==> config.mk <==
export PLATFORM = sky130hd
export DESIGN_NAME = pwm_dither_dual
export DESIGN_NICKNAME = d
export VERILOG_FILES = /design/src/rtl/pwm_dither_pkg.sv /design/src/rtl/pwm_timebase.sv /design/src/rtl/pwm_carry_acc.sv /design/src/rtl/pwm_channel.sv /design/src/rtl/pwm_dither_dual.sv
export SDC_FILE = /design/constraint.sdc
export NUM_CORES = 1
export LEC_CHECK = 0
export BUFFER_PORTS_ARGS = -buffer_cell sky130_fd_sc_hd__buf_2
export CORE_MARGIN = 2
export CORE_UTILIZATION = 58
export CTS_BUF_LIST = sky130_fd_sc_hd__clkbuf_2
export CTS_CLUSTER_DIAMETER = 100
export DETAILED_ROUTE_END_ITERATION = 16
export GPL_TIMING_DRIVEN = 0
export PLACE_DENSITY = 0.77
export SETUP_SLACK_MARGIN = 0.5
export SLEW_MARGIN = 5
export SYNTH_ARGS = -nofsm -noshare
export SYNTH_HDL_FRONTEND = slang
export SYNTH_SLANG_ARGS = --single-unit
==> constraint.sdc <==
create_clock -name clk -period 6 [get_ports clk]
set_input_delay 1.8 -clock clk [delete_from_list [all_inputs] [get_ports clk]]
set_output_delay 1.8 -clock clk [all_outputs]
set_load 0.02 [all_outputs]
==> src/rtl/pwm_dither_pkg.sv <==
package pwm_dither_pkg;

  localparam int DUTY_W = 16;
  localparam int POS_W  = 16;

  // Per-channel view of the shared time base
  typedef struct packed {
    logic [POS_W-1:0] pos;        // clock position inside the current period
    logic             per_start;  // first clock of a period
    logic             grp_start;  // first clock of a dither group
  } pwm_phase_t;

endpackage

==> src/rtl/pwm_timebase.sv <==
module pwm_timebase
  import pwm_dither_pkg::*;
#(
  parameter int TOTAL_BITS = 16,
  parameter int PER_BITS   = 8,
  parameter int NUM_CH     = 2
) (
  input  logic       clk,
  input  logic       rst_n,
  output pwm_phase_t ph [NUM_CH]
);

  localparam logic [TOTAL_BITS-1:0] HALF = TOTAL_BITS'(1) << (PER_BITS - 1);

  logic [TOTAL_BITS-1:0] cnt_q, cnt_d;

  always_comb begin
    cnt_d = cnt_q + TOTAL_BITS'(1);
  end

  always_ff @(posedge clk or negedge rst_n) begin
    if (!rst_n) cnt_q <= '0;
    else        cnt_q <= cnt_d;
  end

  for (genvar i = 0; i < NUM_CH; i++) begin : g_ch
    localparam logic [TOTAL_BITS-1:0] OFF = (i == 0) ? '0 : HALF;
    logic [TOTAL_BITS-1:0] loc;
    assign loc             = cnt_q - OFF;
    assign ph[i].pos       = POS_W'(loc[PER_BITS-1:0]);
    assign ph[i].per_start = (loc[PER_BITS-1:0] == '0);
    assign ph[i].grp_start = (loc == '0);
  end

endmodule

==> src/rtl/pwm_carry_acc.sv <==
module pwm_carry_acc #(
  parameter int W = 8
) (
  input  logic         clk,
  input  logic         rst_n,
  input  logic         en,
  input  logic [W-1:0] addend,
  output logic         carry
);

  logic [W-1:0] acc_q, acc_d;
  logic [W:0]   sum;

  always_comb begin
    sum   = {1'b0, acc_q} + {1'b0, addend};
    carry = sum[W];
    acc_d = sum[W-1:0];
  end

  always_ff @(posedge clk or negedge rst_n) begin
    if (!rst_n)  acc_q <= '0;
    else if (en) acc_q <= acc_d;
  end

endmodule

==> src/rtl/pwm_channel.sv <==
module pwm_channel
  import pwm_dither_pkg::*;
#(
  parameter int TOTAL_BITS = 16,
  parameter int PER_BITS   = 8
) (
  input  logic              clk,
  input  logic              rst_n,
  input  pwm_phase_t        ph,
  input  logic [DUTY_W-1:0] duty,
  output logic              pwm
);

  localparam int S = TOTAL_BITS - PER_BITS;

  logic [DUTY_W-1:0] coarse_q, coarse_d, coarse_sel;
  logic              carry;
  logic [DUTY_W:0]   hi_q, hi_now;
  logic              out_q, out_d;

  // coarse part: captured at the group start, bypassed in that same cycle
  always_comb begin
    coarse_d   = duty >> S;
    coarse_sel = ph.grp_start ? coarse_d : coarse_q;
  end

  always_ff @(posedge clk or negedge rst_n) begin
    if (!rst_n)            coarse_q <= '0;
    else if (ph.grp_start) coarse_q <= coarse_d;
  end

  if (S > 0) begin : g_dither
    logic [S-1:0] fine_q, fine_d, fine_sel;

    always_comb begin
      fine_d   = duty[S-1:0];
      fine_sel = ph.grp_start ? fine_d : fine_q;
    end

    always_ff @(posedge clk or negedge rst_n) begin
      if (!rst_n)            fine_q <= '0;
      else if (ph.grp_start) fine_q <= fine_d;
    end

    pwm_carry_acc #(.W(S)) u_acc (
      .clk    (clk),
      .rst_n  (rst_n),
      .en     (ph.per_start),
      .addend (fine_sel),
      .carry  (carry)
    );
  end else begin : g_direct
    assign carry = 1'b0;
  end

  always_comb begin
    hi_now = {1'b0, coarse_sel} + (DUTY_W + 1)'(carry);
    if (ph.per_start) out_d = (hi_now != '0);
    else              out_d = ({1'b0, ph.pos} < hi_q);
  end

  always_ff @(posedge clk or negedge rst_n) begin
    if (!rst_n)            hi_q <= '0;
    else if (ph.per_start) hi_q <= hi_now;
  end

  always_ff @(posedge clk or negedge rst_n) begin
    if (!rst_n) out_q <= 1'b0;
    else        out_q <= out_d;
  end

  assign pwm = out_q;

endmodule

==> src/rtl/pwm_dither_dual.sv <==
module pwm_dither_dual
  import pwm_dither_pkg::*;
#(
  parameter int TOTAL_BITS  = 16,
  parameter int NATIVE_BITS = 8,
  parameter int NUM_CH      = 2,
  parameter bit DITHER_EN   = 1'b1
) (
  input  logic        clk,
  input  logic        rst_n,
  input  logic [15:0] duty_a,
  input  logic [15:0] duty_b,
  output logic        pwm_a,
  output logic        pwm_b
);

  localparam int PER_BITS = DITHER_EN ? NATIVE_BITS : TOTAL_BITS;

  pwm_phase_t        ph     [NUM_CH];
  logic [DUTY_W-1:0] duty_v [NUM_CH];
  logic              pwm_v  [NUM_CH];

  pwm_timebase #(
    .TOTAL_BITS (TOTAL_BITS),
    .PER_BITS   (PER_BITS),
    .NUM_CH     (NUM_CH)
  ) u_tb (
    .clk   (clk),
    .rst_n (rst_n),
    .ph    (ph)
  );

  assign duty_v[0] = duty_a;
  assign pwm_a     = pwm_v[0];

  if (NUM_CH > 1) begin : g_two
    assign duty_v[1] = duty_b;
    assign pwm_b     = pwm_v[1];
  end else begin : g_one
    assign pwm_b = 1'b0;
  end

  for (genvar i = 0; i < NUM_CH; i++) begin : g_chan
    pwm_channel #(
      .TOTAL_BITS (TOTAL_BITS),
      .PER_BITS   (PER_BITS)
    ) u_ch (
      .clk   (clk),
      .rst_n (rst_n),
      .ph    (ph[i]),
      .duty  (duty_v[i]),
      .pwm   (pwm_v[i])
    );
  end

endmodule

## After elaboration in Yosys (flattened, before gate mapping)

Index checks and enable logic that the tools add are counted.

| word-level totals | value |
|---|---|
| bits in registers | 116 |
| output and inout bits | 2 |

| cells by class | value |
|---|---|
| multiplexer cells | 6 |
| magnitude comparators | 2 |
| reductions and logical operators | 6 |
| $add $sub $neg | 6 |

Operator list:

| cell | number |
|---|---|
| 16-bit by 1-bit adder with 17-bit output | 2 |
| 8-bit by 17-bit < comparator with 1-bit output | 2 |
| 17-bit nonzero test | 2 |
| 16-bit zero test | 2 |
| 16-bit two-way mux | 2 |
| 8-bit by 8-bit adder with 9-bit output | 2 |
| 16-bit by 1-bit adder with 16-bit output (second input constant) | 1 |
| 8-bit zero test | 2 |
| 8-bit two-way mux | 2 |
| 16-bit by 8-bit subtractor with 16-bit output (second input constant) | 1 |
| 1-bit two-way mux | 2 |

## Longest topological paths before layout

Gate-level depths: netlist of the first run.

| logic depth | value |
|---|---|
| depth in word-level cells | 7 |
| depth in mapped cells | 31 |
| depth with buffers taken out | 26 |

## Cells and area by module

Synthesis of the first run repeated with hierarchy kept, for this count alone.

| second synthesis, totals | value |
|---|---|
| cell total of the unflattened synthesis | 713 |
| area total of the unflattened synthesis | 7093.1 µm² |

Modules (own cells, without submodules):

| module | cells each | area an instance (µm²) | seq. area each (µm²) | instances |
|---|---|---|---|---|
| pwm_channel | 230 | 2344.7 | 1051.0 | 2 |
| pwm_carry_acc | 73 | 656.9 | 200.2 | 2 |
| pwm_timebase | 107 | 1089.8 | 400.4 | 1 |

## Least setup slack after synthesis of the first run

No wires, ideal clock.

| path | value |
|---|---|
| path kind | flip-flop to flip-flop |
| from | register u_tb.cnt_q[7] |
| to | register g_chan[1].u_ch.out_q |
| path buffers | 3 |
| clock period less this slack | 5.483 ns |
| cell stages (with the launch flop) | 28 |
| required time | 5.871 ns |
| data arrival time | 5.354 ns |
| path slack | 0.517 ns |
| path through | dfrtp_1 -> inv_1 -> ha_1 -> nor4b_1 -> nand2_1 -> nor3_2 -> clkbuf_1 -> clkbuf_1 -> nand2_1 -> nand2_1 -> ha_1 -> inv_1 -> fa_1 -> nor2b_1 -> o21ai_0 -> a21boi_1 -> o21ai_0 -> nand2b_1 -> a21o_1 -> a21o_1 -> ha_1 -> ha_1 -> clkbuf_1 -> nand2_1 -> nor3_1 -> and3_1 -> a31oi_1 -> o41a_1 |

| on the way | value |
|---|---|
| longest elaborated chain between the ends | 7 |
| elaborated cells between the ends (all ways) | 10 |
| classes of those cells | add/sub (3); order compare (1); mux (3); reduce/logical (3) |

Ends and longest elaborated chain:

| what | RTL line | text |
|---|---|---|
| start, declared | pwm_timebase.sv:15 | `logic [TOTAL_BITS-1:0] cnt_q, cnt_d;` |
| start signal, assigned | pwm_timebase.sv:23 | `else cnt_q <= cnt_d;` |
| 16-bit by 8-bit subtractor with 16-bit output | pwm_timebase.sv:29 | `assign loc = cnt_q - OFF;` |
| 16-bit zero test | pwm_timebase.sv:32 | `assign ph[i].grp_start = (loc == '0);` |
| 8-bit two-way mux | - |  |
| named net g_chan[1].u_ch.g_dither.fine_sel[0] | pwm_channel.sv:33 | `logic [S-1:0] fine_q, fine_d, fine_sel;` |
| 8-bit by 8-bit adder with 9-bit output | pwm_carry_acc.sv:15 | `sum = {1'b0, acc_q} + {1'b0, addend};` |
| 16-bit by 1-bit adder with 17-bit output | pwm_channel.sv:57 | `hi_now = {1'b0, coarse_sel} + (DUTY_W + 1)'(carry);` |
| 17-bit nonzero test | pwm_channel.sv:58 | `if (ph.per_start) out_d = (hi_now != '0);` |
| 1-bit two-way mux | pwm_channel.sv:58 |  |
| named net g_chan[1].u_ch.out_d | pwm_channel.sv:19 | `logic out_q, out_d;` |
| end signal, assigned | pwm_channel.sv:69 | `else out_q <= out_d;` |
| end, declared | pwm_channel.sv:19 |  |

The timed path passes the listed nets, and every way through them passes these cells.
A chain may end at the register's enable or synchronous reset.

## Final worst setup path of the first run

Same ends and word-level chain as after synthesis.

==> metrics list, run 1 <==
- Status: completed
* Effective utilization at floorplan: 0.593
* Biggest area consumer among synthesized cells: sky130_fd_sc_hd__dfrtp_1
* Seq/Total Area, Yosys: 0.454
* Peak supply drop: 0.143 mV
- Crit path DAT: 5880 ps
* Full die area: 11900 um2
- Unrepaired setup endpoints after global routing: no
- At the end of the flow, the number of nets in the layout was 824.
- The core region is 10800 um2.
* Post-synthesis area per instance: 9.49 um2
* Initial DRC count: 260
- Routed wire length: 14000 um
- Detailed placement HPWL: 9900 um
* Predominant post-synthesis flop cell: sky130_fd_sc_hd__dfrtp_1
- Crit start category: flip-flop
- The tree is rooted in a sky130_fd_sc_hd__clkbuf_2.
* Master of the slowest instance on the critical path: sky130_fd_sc_hd__dfrtp_2
- Row Count: 38
- Total leakage power: 3.54 nW
- In this run, synthesis produced a sequential element count of 116.
* Post-synthesis instance total: 674
- Once layout is complete, the cells apart from fillers number 902.
- For the pin with the worst max-slew slack, the measured transition is 580 ps.
* Deepest clock path buffer count: 2
- The pre-antenna-repair detailed-routing pass consisted of 7 iterations.
- Dividing total power by cell area gives a power density of 196 nW/um2.
- Measured along the x axis, the die boundary spans 109 um.
- Number of nets in the synthesized netlist: 748
- Measured in cells, the most critical reg-to-reg path has a length of 31.
- Post-layout min period: 5260 ps
* Final Hold Vio Count: 0
- Final Cycle Share: 0.877
* Area taken by flip-flops and latches: 2910 um2
* Kind of cell with the highest combined delay on the critical path: compound AO/OA/AOI/OAI gates
* Slew Limit Fails: 0
- Global placement routability congestion: 0.900
* Async set or reset register ratio after synthesis: 1.00
- Area of the multi-input gates: 3430 um2
* Utilization after layout: 0.685
- The clock net in this run drives a total of 116 sinks.
- From synthesis to final layout, the design area changed by 15.6%.
- Setup TNS: 0 ps
- Counting instances, the worst hold path has a depth of 1.
- The H-tree generated during clock tree synthesis spans 4 levels.
- The initial antenna violation count is 0.
* Number of enable-type register cells in the synthesized netlist: 0
- Crit-path max FO: 10
- Crit-path max cell delay: 460 ps
- After clock tree synthesis, the clock-pin slew on the worst setup and hold paths is 210 ps.
- The layout has 806 filler cells.
- Setup violations remaining at the end of the flow were counted as 0.
- Remaining routing DRC violations: 0
- Clock tree from TritonCTS: done
* Count of cell types in the netlist: 56
* Worst Path Buf+Inv: 8
- STA classifies the critical path endpoint as a flip-flop.
* Pin count of the biggest net entering global routing: 81
- The share of synthesized area in the top cell type comes to 0.454.
- Vias in the first global route: 4963
- For this run the aggregate overflow at the end of global routing stands at 0.
- Proportion of layout cells with a drive suffix above 1: 0.205
* Worst Setup Path Type: reg -> reg
* Type of the tightest min-delay check: reg -> reg
- Including well taps, the total number of placed cells is 849.
- Max-cap violation count: 0
* Vertical die dimension: 109 um
* Number of buffer cells added on primary ports: 34
- Diodes inserted: 0
- For the final database, setup skew stands at 39.2 ps.
- Hold timing on the final database bottoms out at a slack of 493 ps.
- Number of buffers inserted during clock tree synthesis: 17
- Number of vias in the routed layout: 5104
- For the worst setup path, the data required time is 6620 ps.
- In the final routed layout, each cell accounts on average for 15.6 um.
- The detail route stage leaves a number of antenna-violating nets equal to 0.
- Levels on crit path: 31
- For this run, the total global-route usage over all layers was measured as 0.257.
* Yosys warning count: 0
- The worst pin sits at a relative slew slack of 0.613.
- Synth Cell Area: 6400 um2
- Internal reg-to-reg setup slack: 740 ps
* I/O pin cnt: 36
- Clock latency on the worst-skew pair: 710 ps
- Fmax: 0.190 GHz
- After detailed routing, the number of vias per cell comes to 5.66.
- Largest cells by area after synthesis: sky130_fd_sc_hd__dfrtp_1, sky130_fd_sc_hd__nand2_1, sky130_fd_sc_hd__ha_1
- First-pass GRT wire length: 23500 um
where the power goes:
part | switching, mW | internal (mW) | total (mW)
Clock | 0.322 | 0.192 | 0.515
Combinational | 0.0694 | 0.0534 | 0.123
Sequential | 0.0107 | 0.800 | 0.810
Total | 0.403 | 1.05 | 1.45
final timing paths:
path / to / start
max: g_chan[1].u_ch.pwm$_DFF_PN0_ / u_tb.cnt_q[7]$_DFF_PN0_
min: u_tb.cnt_q[15]$_DFF_PN0_ / u_tb.cnt_q[15]$_DFF_PN0_
max reg2reg: g_chan[1].u_ch.pwm$_DFF_PN0_ / u_tb.cnt_q[7]$_DFF_PN0_
min reg2reg: u_tb.cnt_q[15]$_DFF_PN0_ / u_tb.cnt_q[15]$_DFF_PN0_
max in group asynchronous: u_tb.cnt_q[12]$_DFF_PN0_ / rst_n
min in group asynchronous: g_chan[1].u_ch.g_dither.u_acc.acc_q[6]$_DFFE_PN0P_ / rst_n
cell families (layout without fill, tap and decap cells):
| group | after synthesis | count (layout) | synth area share |
|---|---|---|---|
| compound gates | 95 | 95 | 0.0931 |
| xor+xnor | 58 | 58 | 0.0794 |
| fa+ha+maj | 40 | 40 | 0.0806 |
| buf+inv | 57 | 145 | 0.0350 |
| flops | 116 | 116 | 0.454 |
| mux | 27 | 27 | 0.0456 |
| simple gates | 281 | 281 | 0.213 |
cell usage after synthesis, drive strengths merged, types with 6 or more instances:
cell and number:
a21o 10, a21oi 10, and2 14, and3 10, clkbuf 19, dfrtp 116
ha 38, inv 34, mux2 17, mux2i 10, nand2 141, nand3 30
nand4 11, nor2 26, nor3 11, nor4 11, o21ai 44, o31ai 6
or4 6, xnor2 33, xor2 25
per-layer routing:
layer	track usage	part of all wire	up-vias
li1	-	-	2476
met1	0.355	0.45	2453
met2	0.394	0.48	147
met3	0.0687	0.052	28
met4	0.0916	0.017	0
met5	0	0	-
worst register-to-register path, delay by kind of cell, from the launching register on:
family | cells | cell delay (ps)
xor gates and xnor gates | 1 | 160
AOI/OAI and AO/OA | 8 | 1600
adders and majority gates | 4 | 760
and+or+nand+nor | 9 | 980
muxes | 1 | 110
buffers and inverters | 8 | 1110
DFF | 1 | 460
registers in the layout, summed over array words and instances, names as in the netlist:
register,cells
u_tb.cnt_q,16
g_chan.u_ch.pwm,2
g_chan.u_ch.g_dither.fine_q,16
g_chan.u_ch.coarse_q,32
g_chan.u_ch.g_dither.u_acc.acc_q,16
g_chan.u_ch.hi_q,34
area by class of cell:
type,instances,share of cell area
Multi-Input combinational cell,501,0.463
Tap cell,140,0.0237
Timing Repair Buffer,57,0.0499
Buffer,23,0.0200
Sequential cell,116,0.394
Inverter,34,0.0173
Clock buffer,17,0.0115
Clock inverter,14,0.0210
what timing repair did:
| item | 4_1_cts | 5_1_grt |
|---|---|---|
| hold buffers | 0 | 0 |
| endpoints found under the setup margin | 17 | 8 |
| pin swaps | 5 | 10 |
| gates resized for setup | 36 | 36 |
| buffers inserted | 7 | 15 |
placed cells by master (no fill, tap or decap), drive strengths merged, types with 10 or more instances in the layout:
cell / instances
nor3: 11
inv: 37
ha: 38
clkbuf: 31
a21o: 10
a21oi: 10
nand3: 30
and3: 10
nand4: 11
dfrtp: 116
buf: 66
nand2: 141
nor2: 26
mux2: 17
mux2i: 10
xnor2: 33
and2: 14
o21ai: 44
nor4: 11
xor2: 25
per-stage QoR:
stage | total power [mW] | instance area, um2 | setup slack [ps]
5_1_grt | 1.52 | 7400 | 461
3_5_place_dp | 0.945 | 6780 | -754
4_1_cts | 1.46 | 7190 | 506
3_3_place_gp | 0.938 | 6740 | -585
6_report | 1.45 | 7400 | 738
2_1_floorplan | 0.893 | 6400 | 517
Power figures use the tool's default switching activity.
==> run 2: changes to the inputs <==
Settings changed: CORE_MARGIN 2 to 4.
==> run 2 against run 1 <==
  * First-iteration DRC count grew 17%
  * Via count grew 1.1%
  * Non-clock buffer count grew 5
  * Total power shrank 2.6%
  * Die area grew 7.5%
  * Hold slack lost 3.4 ps
  * Wire length grew 2.9%
  * Cell count grew 0.55%
  * Maximum frequency grew 0.49%
  * Register-to-register slack gained 30 ps
  * Largest cell class unchanged
  * Highest routed layer unchanged
==> metrics list, run 2 (synthesis results as in run 1) <==
- Status: completed
* Effective utilization at floorplan: 0.590
- Setup violators final: 0
- Endpoint of the worst register-to-register path: g_chan[1].u_ch.pwm$_DFF_PN0_
- Crit-path max FO: 10
- Number of antenna violations at the first check in global routing: 0
* Combinational Power Share: 0.087
- Antenna-violating nets left: 0
- Worst Reg2Reg Path Length in Cells: 27
- For this run, design rule violations remaining after detail routing come to 0.
- H-tree depth: 4
- Number of detailed-route iterations in the first pass: 5
- Share of power burned in the clock network: 0.338
* Worst Path Buf+Inv: 5
* Unrepaired setup endpoints after global routing: no
- For this design the static power due to leakage is 3.58 nW.
- In the layout the commonest cells are sky130_fd_sc_hd__nand2_1, sky130_fd_sc_hd__dfrtp_1, sky130_fd_sc_hd__buf_2, sky130_fd_sc_hd__ha_1, sky130_fd_sc_hd__xnor2_1.
- Clock sinks: 116
- Number of buffers inserted during clock tree synthesis: 17
* Post-cts hold buffer count: 0
- Filler Cell Count: 807
* Power dissipated by switching net loads: 0.376 mW
- Full die area: 12800 um2
- Slew Limit Fails: 0
- For this run, the share of the core covered by cells in the final layout is 0.684.
- Input and output buffers added on the ports amount to 34.
- In the final layout, the registers with the most flip-flops are g_chan.u_ch.hi_q: 34 flops, g_chan.u_ch.coarse_q: 32 flops.
- Setup TNS: 0 ps
- In the global route stage, overall resource usage came out at 0.234.
- From bottom edge to top edge, the die measures 113 um.
- Master of the slowest instance on the critical path: sky130_fd_sc_hd__dfrtp_2
- The worst-case IR drop observed on VDD is 0.152 mV.
- Flip-flop count of the largest register, all copies and words added: 34
- Final Hold Vio Count: 0
- Proportion of layout cells with a drive suffix above 1: 0.210
* Post-layout min period: 5240 ps
- Worst Hold End: g_chan[1].u_ch.g_dither.fine_q[4]$_DFF_PN0_
- Die Span X: 113 um
* Global placement routability congestion: 0.890
- Setup skew after layout: 23.9 ps
* Internal Power: 1.03 mW
- Relative to the synthesized area, the layout overhead comes to 15.9%.
- Among cell families on the critical path, the largest total delay comes from simple AND/OR/NAND/NOR gates.
- The worst hold path passes through 2 cells.
* Total core area: 10800 um2
- 0 antenna diodes ended up in the layout.
- Crit path DAT: 5820 ps
- The setup path with the least slack is of type reg -> reg.
- Final net count: 829
- Across the run, the number of max-cap violations was 0.
* Required arrival time at the worst endpoint: 6590 ps
- Internal reg-to-reg setup slack: 760 ps
- Row Count: 38
- Vias in the first global route: 4994
* First-pass GRT wire length: 23900 um
- STA classifies the critical path endpoint as a flip-flop.
* Clock latency on the worst-skew pair: 690 ps
- Register with the most flip-flops: g_chan.u_ch.hi_q
- Area taken by flip-flops and latches: 2910 um2
* I/O pin cnt: 36
- Portion of total power attributed to sequential cells: 0.575
- In this design, the stage delay of the slowest critical-path cell is 490 ps.
- The worst pin sits at a relative slew slack of 0.629.
- Clock tree from TritonCTS: done
- Crit start category: flip-flop
- Startpoint of the most critical register-to-register path: u_tb.cnt_q[2]$_DFF_PN0_
- Pin count of the biggest net entering global routing: 65
* Worst Max-Slew Pin Slew: 557 ps
- The clock passes through at most 2 buffers.
- The detailed router placed 5161 vias in this run.
- The min-delay analysis places its worst path in the category reg -> reg.
* Area of the multi-input gates: 3440 um2
* Detailed placement HPWL: 10100 um
- Mean number of vias per cell: 5.69
* Routed wire length: 14400 um
- The total overflow left after global routing is 0.
* Initial DRC count: 304
* Fmax: 0.191 GHz
* Post-CTS clock slew at the launch and capture registers of the worst setup and hold paths: 170 ps
- Root Driver: sky130_fd_sc_hd__clkbuf_2
- WL per Instance: 15.9 um
- The library cell used most frequently in the layout, excluding fill and tap cells, is sky130_fd_sc_hd__nand2_1.
- Of the total power, the share spent switching nets is 0.266.
* Total power divided by cell area: 190 nW/um2
- Startpoint of the lowest-slack hold path: g_chan[1].u_ch.g_dither.fine_q[4]$_DFF_PN0_
* Final Cycle Share: 0.873
run 2: metrics by stage:
| step | power (mW) | hold WS (ps) | cells | setup WS, ps | instance area, um2 |
|---|---|---|---|---|---|
| floorplan | 0.893 | 438 | 674 | 517 | 6400 |
| global placement | 0.937 | 448 | 848 | -575 | 6740 |
| detailed placement | 0.945 | 462 | 849 | -728 | 6780 |
| CTS | 1.42 | 495 | 884 | 489 | 7130 |
| global route | 1.48 | 509 | 907 | 440 | 7410 |
| finish | 1.41 | 489 | 907 | 763 | 7410 |
run 2: power by group through the flow:
stage	Sequential, mW	Combinational (mW)	Clock, mW
after floorplan	0.822	0.0708	0
after global placement	0.823	0.113	0
after detailed placement	0.825	0.120	0
after CTS	0.810	0.121	0.489
after global routing	0.814	0.141	0.527
final	0.811	0.123	0.478
run 2: area by class of cell:
class / count / share of cell area
inverter: 34 / 0.0172
clock buffer: 18 / 0.0122
tap: 140 / 0.0236
buffer: 23 / 0.0191
sequential: 116 / 0.392
timing repair buffer: 62 / 0.0549
clock inverter: 13 / 0.0159
multi-input combinational: 501 / 0.465
run 2: how the worst max path moves through the flow:
stage	startpoint	endpoint	slack, ps	cells past startpoint
floorplan	u_tb.cnt_q[7]$_DFF_PN0_	g_chan[1].u_ch.pwm$_DFF_PN0_	520	27
global placement	u_tb.cnt_q[7]$_DFF_PN0_	g_chan[1].u_ch.pwm$_DFF_PN0_	-570	27
detailed placement	u_tb.cnt_q[7]$_DFF_PN0_	g_chan[1].u_ch.pwm$_DFF_PN0_	-730	27
CTS	u_tb.cnt_q[7]$_DFF_PN0_	g_chan[1].u_ch.pwm$_DFF_PN0_	490	30
global route	u_tb.cnt_q[2]$_DFF_PN0_	g_chan[1].u_ch.pwm$_DFF_PN0_	440	27
finish	u_tb.cnt_q[2]$_DFF_PN0_	g_chan[1].u_ch.pwm$_DFF_PN0_	760	27
run 2: routing by layer:
metal / global-route usage / vias to the layer above / share of wire / wire [um]
met5: 0 / - / 0 / 0
met4: 0.101 / 0 / 0.022 / 319
met3: 0.0572 / 29 / 0.045 / 645
met2: 0.365 / 129 / 0.49 / 7020
met1: 0.312 / 2506 / 0.45 / 6450
li1: - / 2497 / - / -
run 2: tightest hold or removal path, cell delays in order, from the launching register on:
cell,delay [ps]
sky130_fd_sc_hd__dfrtp_1,350
sky130_fd_sc_hd__nand2_1,40
sky130_fd_sc_hd__nand2_1,70
run 2: repair_timing:
item | in CTS | in global routing
resized for setup | 34 | 37
endpoints found under the setup margin | 16 | 9
pin swaps | 4 | 19
gates cloned | 0 | 0
buffers inserted | 4 | 23
==> run 3: changes to the inputs <==
Settings changed: BUFFER_PORTS_ARGS -buffer_cell sky130_fd_sc_hd__buf_2 to -buffer_cell sky130_fd_sc_hd__clkbuf_2.
==> run 3 against run 2 <==
  * Sequential cell count is the same
  * Critical path depth is the same
  * Global-route usage shrank 0.15 points
  * Clock skew grew 26 ps
  * Wire length shrank 3.6%
  * Count of clock-buffer cells in the layout shrank 1
  * Die area is the same
  * Highest routed layer unchanged
==> metrics list, run 3 (synthesis results as in run 1) <==
- The routed layout has 5097 vias.
- The worst setup path is launched from a flip-flop.
* Type of the tightest min-delay check: reg -> reg
- Kind of cell with the highest combined delay on the critical path: simple AND/OR/NAND/NOR gates
- In the final layout, the share of cells above drive strength 1 is 0.190.
- In the layout the commonest cells are sky130_fd_sc_hd__nand2_1, sky130_fd_sc_hd__dfrtp_1, sky130_fd_sc_hd__clkbuf_2.
* Final Cycle Share: 0.873
* Clock tree from TritonCTS: done
* Deepest clock path buffer count: 2
- The run finished with clean final reports.
- Summed over all layers, the global routing overflow is 0.
* Final net count: 818
* Vertical die dimension: 113 um
- The most numerous cell type found on the critical path is sky130_fd_sc_hd__buf_4.
- Root Driver: sky130_fd_sc_hd__clkbuf_2
- Effective utilization at floorplan: 0.590
- Summed over all nets, the switching power comes to 0.404 mW.
* Total power divided by cell area: 198 nW/um2
- Of the total power, the clock network draws 0.357.
- Mean number of vias per cell: 5.68
- Overall global routing resource usage: 0.232
* Post-layout min period: 5240 ps
- Max-cap violations in this run came to 0.
- Of all nets on the critical path, the largest fanout is 10.
- STA puts the critical path data required time at 6570 ps.
- Met3 Wirelength: 599 um
- Total leakage power: 3.53 nW
- Met1 wire length: 6280 um
- The die covers 12800 um2.
- After floorplanning, the core was sized to cover 10800 um2.
- Worst-case headroom to the max-slew limit: 0.626
- Across the routed clock network, the largest skew measured is 50.2 ps.
* Fmax: 0.191 GHz
- For the worst-skew pair, the clock arrives at the later sink with an insertion delay of 700 ps.
* Number of buffer cells added on primary ports: 34
- Internal Power: 1.04 mW
* Crit path DAT: 5810 ps
- The placed instances occupy a cell area of 6780 um2.
- TritonCTS created 17 clock buffers.
- Net Sw Frac: 0.279
* Utilization after layout: 0.676
- Post-route cell area: 7330 um2
- The largest single stage delay on the critical path is 500 ps.
- Setup violations remaining at the end of the flow were counted as 0.
- Pin count of the biggest net entering global routing: 67
- Detailed placement HPWL: 10000 um
* H-tree depth: 4
- The via count of the first global-routing pass is 5093.
* Remaining routing DRC violations: 0
- The final number of hold-violating endpoints came to 0.
- Clock sinks: 116
* WL per Instance: 15.5 um
- In this run the horizontal extent of the chip is 113 um.
- Antenna-violating nets left: 0
* Routed wire length: 13900 um
- More flip-flops sit in one register than any other, and that register is g_chan.u_ch.hi_q.
- Portion of total power attributed to sequential cells: 0.559
* Type of element capturing the critical path: flip-flop
- The total count of max-transition violations in the final report was 0.
* Worst Setup Path Type: reg -> reg
- Global placement routability congestion: 0.876
- Most common library cell in the layout ignoring fill and taps: sky130_fd_sc_hd__nand2_1
- During I/O placement, the number of pins put on the boundary was 36.
* Highest routing layer actually used: met4
* Number of detailed-route iterations in the first pass: 5
* Internal reg-to-reg setup slack: 760 ps
* Number of antenna violations at the first check in global routing: 0
- IR analysis of the VDD net gives a maximum drop of 0.169 mV.
- Routed wl met2: 6740 um
- Fill cells in the final layout number 830.
* First-pass GRT wire length: 23900 um
* Flip-flop count of the largest register, all copies and words added: 34
- The critical path contains buffers and inverters numbering 6 combined.
- Unrepaired setup endpoints after global routing: no
* Master of the slowest instance on the critical path: sky130_fd_sc_hd__dfrtp_2
- Diodes inserted: 0
- Clock-pin slew was measured on the worst setup and hold paths at 190 ps.
* Top flop regs: g_chan.u_ch.hi_q: 34 flops, g_chan.u_ch.coarse_q: 32 flops
- The first routing iteration left 262 violations.
* Combinational Power Share: 0.084
- Worst Max-Slew Pin Slew: 562 ps
- Buffers inserted to repair hold after CTS numbered 0.
- The area growth from synthesis to layout is 14.6%.
- Row Count: 38
[run 3: routing by layer]
metal,vias up,track usage
met5,-,0
met4,0,0.0929
met3,28,0.0524
met2,112,0.359
met1,2493,0.319
li1,2464,-
[run 3: timing repair]
action	in CTS	in global routing
endpoints found under the setup margin	16	5
resized for setup	32	31
cloned	0	0
buffers inserted	3	13
pin swaps	3	13
[run 3: power groups by stage]
stage	Sequential, mW	Clock, mW	Combinational (mW)
floorplan	0.822	0	0.0708
global placement	0.824	0	0.113
detailed placement	0.824	0	0.120
CTS	0.810	0.530	0.122
global route	0.813	0.566	0.139
finish	0.810	0.517	0.122
[run 3: layout make-up]
| class | count | area, um2 | share of cell area |
|---|---|---|---|
| well taps | 140 | 175 | 0.0239 |
| repair buffers | 51 | 327 | 0.0446 |
| flip-flops and latches | 116 | 2910 | 0.397 |
| clock inverters | 15 | 159 | 0.0217 |
| inverters | 34 | 128 | 0.0174 |
| plain buffers | 23 | 144 | 0.0196 |
| multi-input cells | 501 | 3410 | 0.465 |
| clock buffers | 17 | 85.1 | 0.0116 |
[run 3: final timing paths]
| check | cells past startpoint | end | startpoint |
|---|---|---|---|
| setup / recovery | 27 | g_chan[1].u_ch.pwm$_DFF_PN0_ | u_tb.cnt_q[6]$_DFF_PN0_ |
| max in group asynchronous | 2 | g_chan[1].u_ch.coarse_q[13]$_DFF_PN0_ | rst_n |
| min in group asynchronous | 1 | g_chan[0].u_ch.hi_q[15]$_DFFE_PN0P_ | rst_n |
| setup reg to reg | 27 | g_chan[1].u_ch.pwm$_DFF_PN0_ | u_tb.cnt_q[6]$_DFF_PN0_ |
| hold reg to reg | 2 | g_chan[1].u_ch.g_dither.fine_q[6]$_DFF_PN0_ | g_chan[1].u_ch.g_dither.fine_q[6]$_DFF_PN0_ |
| hold / removal | 2 | g_chan[1].u_ch.g_dither.fine_q[6]$_DFF_PN0_ | g_chan[1].u_ch.g_dither.fine_q[6]$_DFF_PN0_ |
[run 3: stage by stage]
step | worst slack (ps) | hold WS [ps] | cells | TNS, ps | power (mW)
2_1_floorplan | 517 | 438 | 674 | 0 | 0.893
5_1_grt | 476 | 532 | 897 | 0 | 1.52
3_3_place_gp | -572 | 449 | 848 | -1260 | 0.937
4_1_cts | 460 | 504 | 884 | 0 | 1.46
3_5_place_dp | -699 | 464 | 849 | -2220 | 0.945
6_report | 760 | 496 | 897 | 0 | 1.45
[run 3: worst register-to-register path, cell delays in order (launching register included)]
cell,delay [ps]
sky130_fd_sc_hd__dfrtp_2,500
sky130_fd_sc_hd__nor4_4,350
sky130_fd_sc_hd__buf_4,180
sky130_fd_sc_hd__nand4b_4,130
sky130_fd_sc_hd__nor3_4,250
sky130_fd_sc_hd__buf_4,220
sky130_fd_sc_hd__buf_4,210
sky130_fd_sc_hd__nand2_1,70
sky130_fd_sc_hd__nand2_1,80
sky130_fd_sc_hd__ha_2,190
sky130_fd_sc_hd__inv_2,40
sky130_fd_sc_hd__fa_2,350
sky130_fd_sc_hd__nor2b_1,170
sky130_fd_sc_hd__o21ai_2,80
sky130_fd_sc_hd__a21boi_2,140
sky130_fd_sc_hd__o21ai_1,70
sky130_fd_sc_hd__nand2b_1,90
sky130_fd_sc_hd__a21o_1,130
sky130_fd_sc_hd__a21o_1,190
sky130_fd_sc_hd__ha_4,180
sky130_fd_sc_hd__ha_1,140
sky130_fd_sc_hd__buf_4,160
sky130_fd_sc_hd__nand2_4,90
sky130_fd_sc_hd__buf_4,160
sky130_fd_sc_hd__nor3_4,190
sky130_fd_sc_hd__and3_4,250
sky130_fd_sc_hd__a31oi_1,100
sky130_fd_sc_hd__o41a_1,400
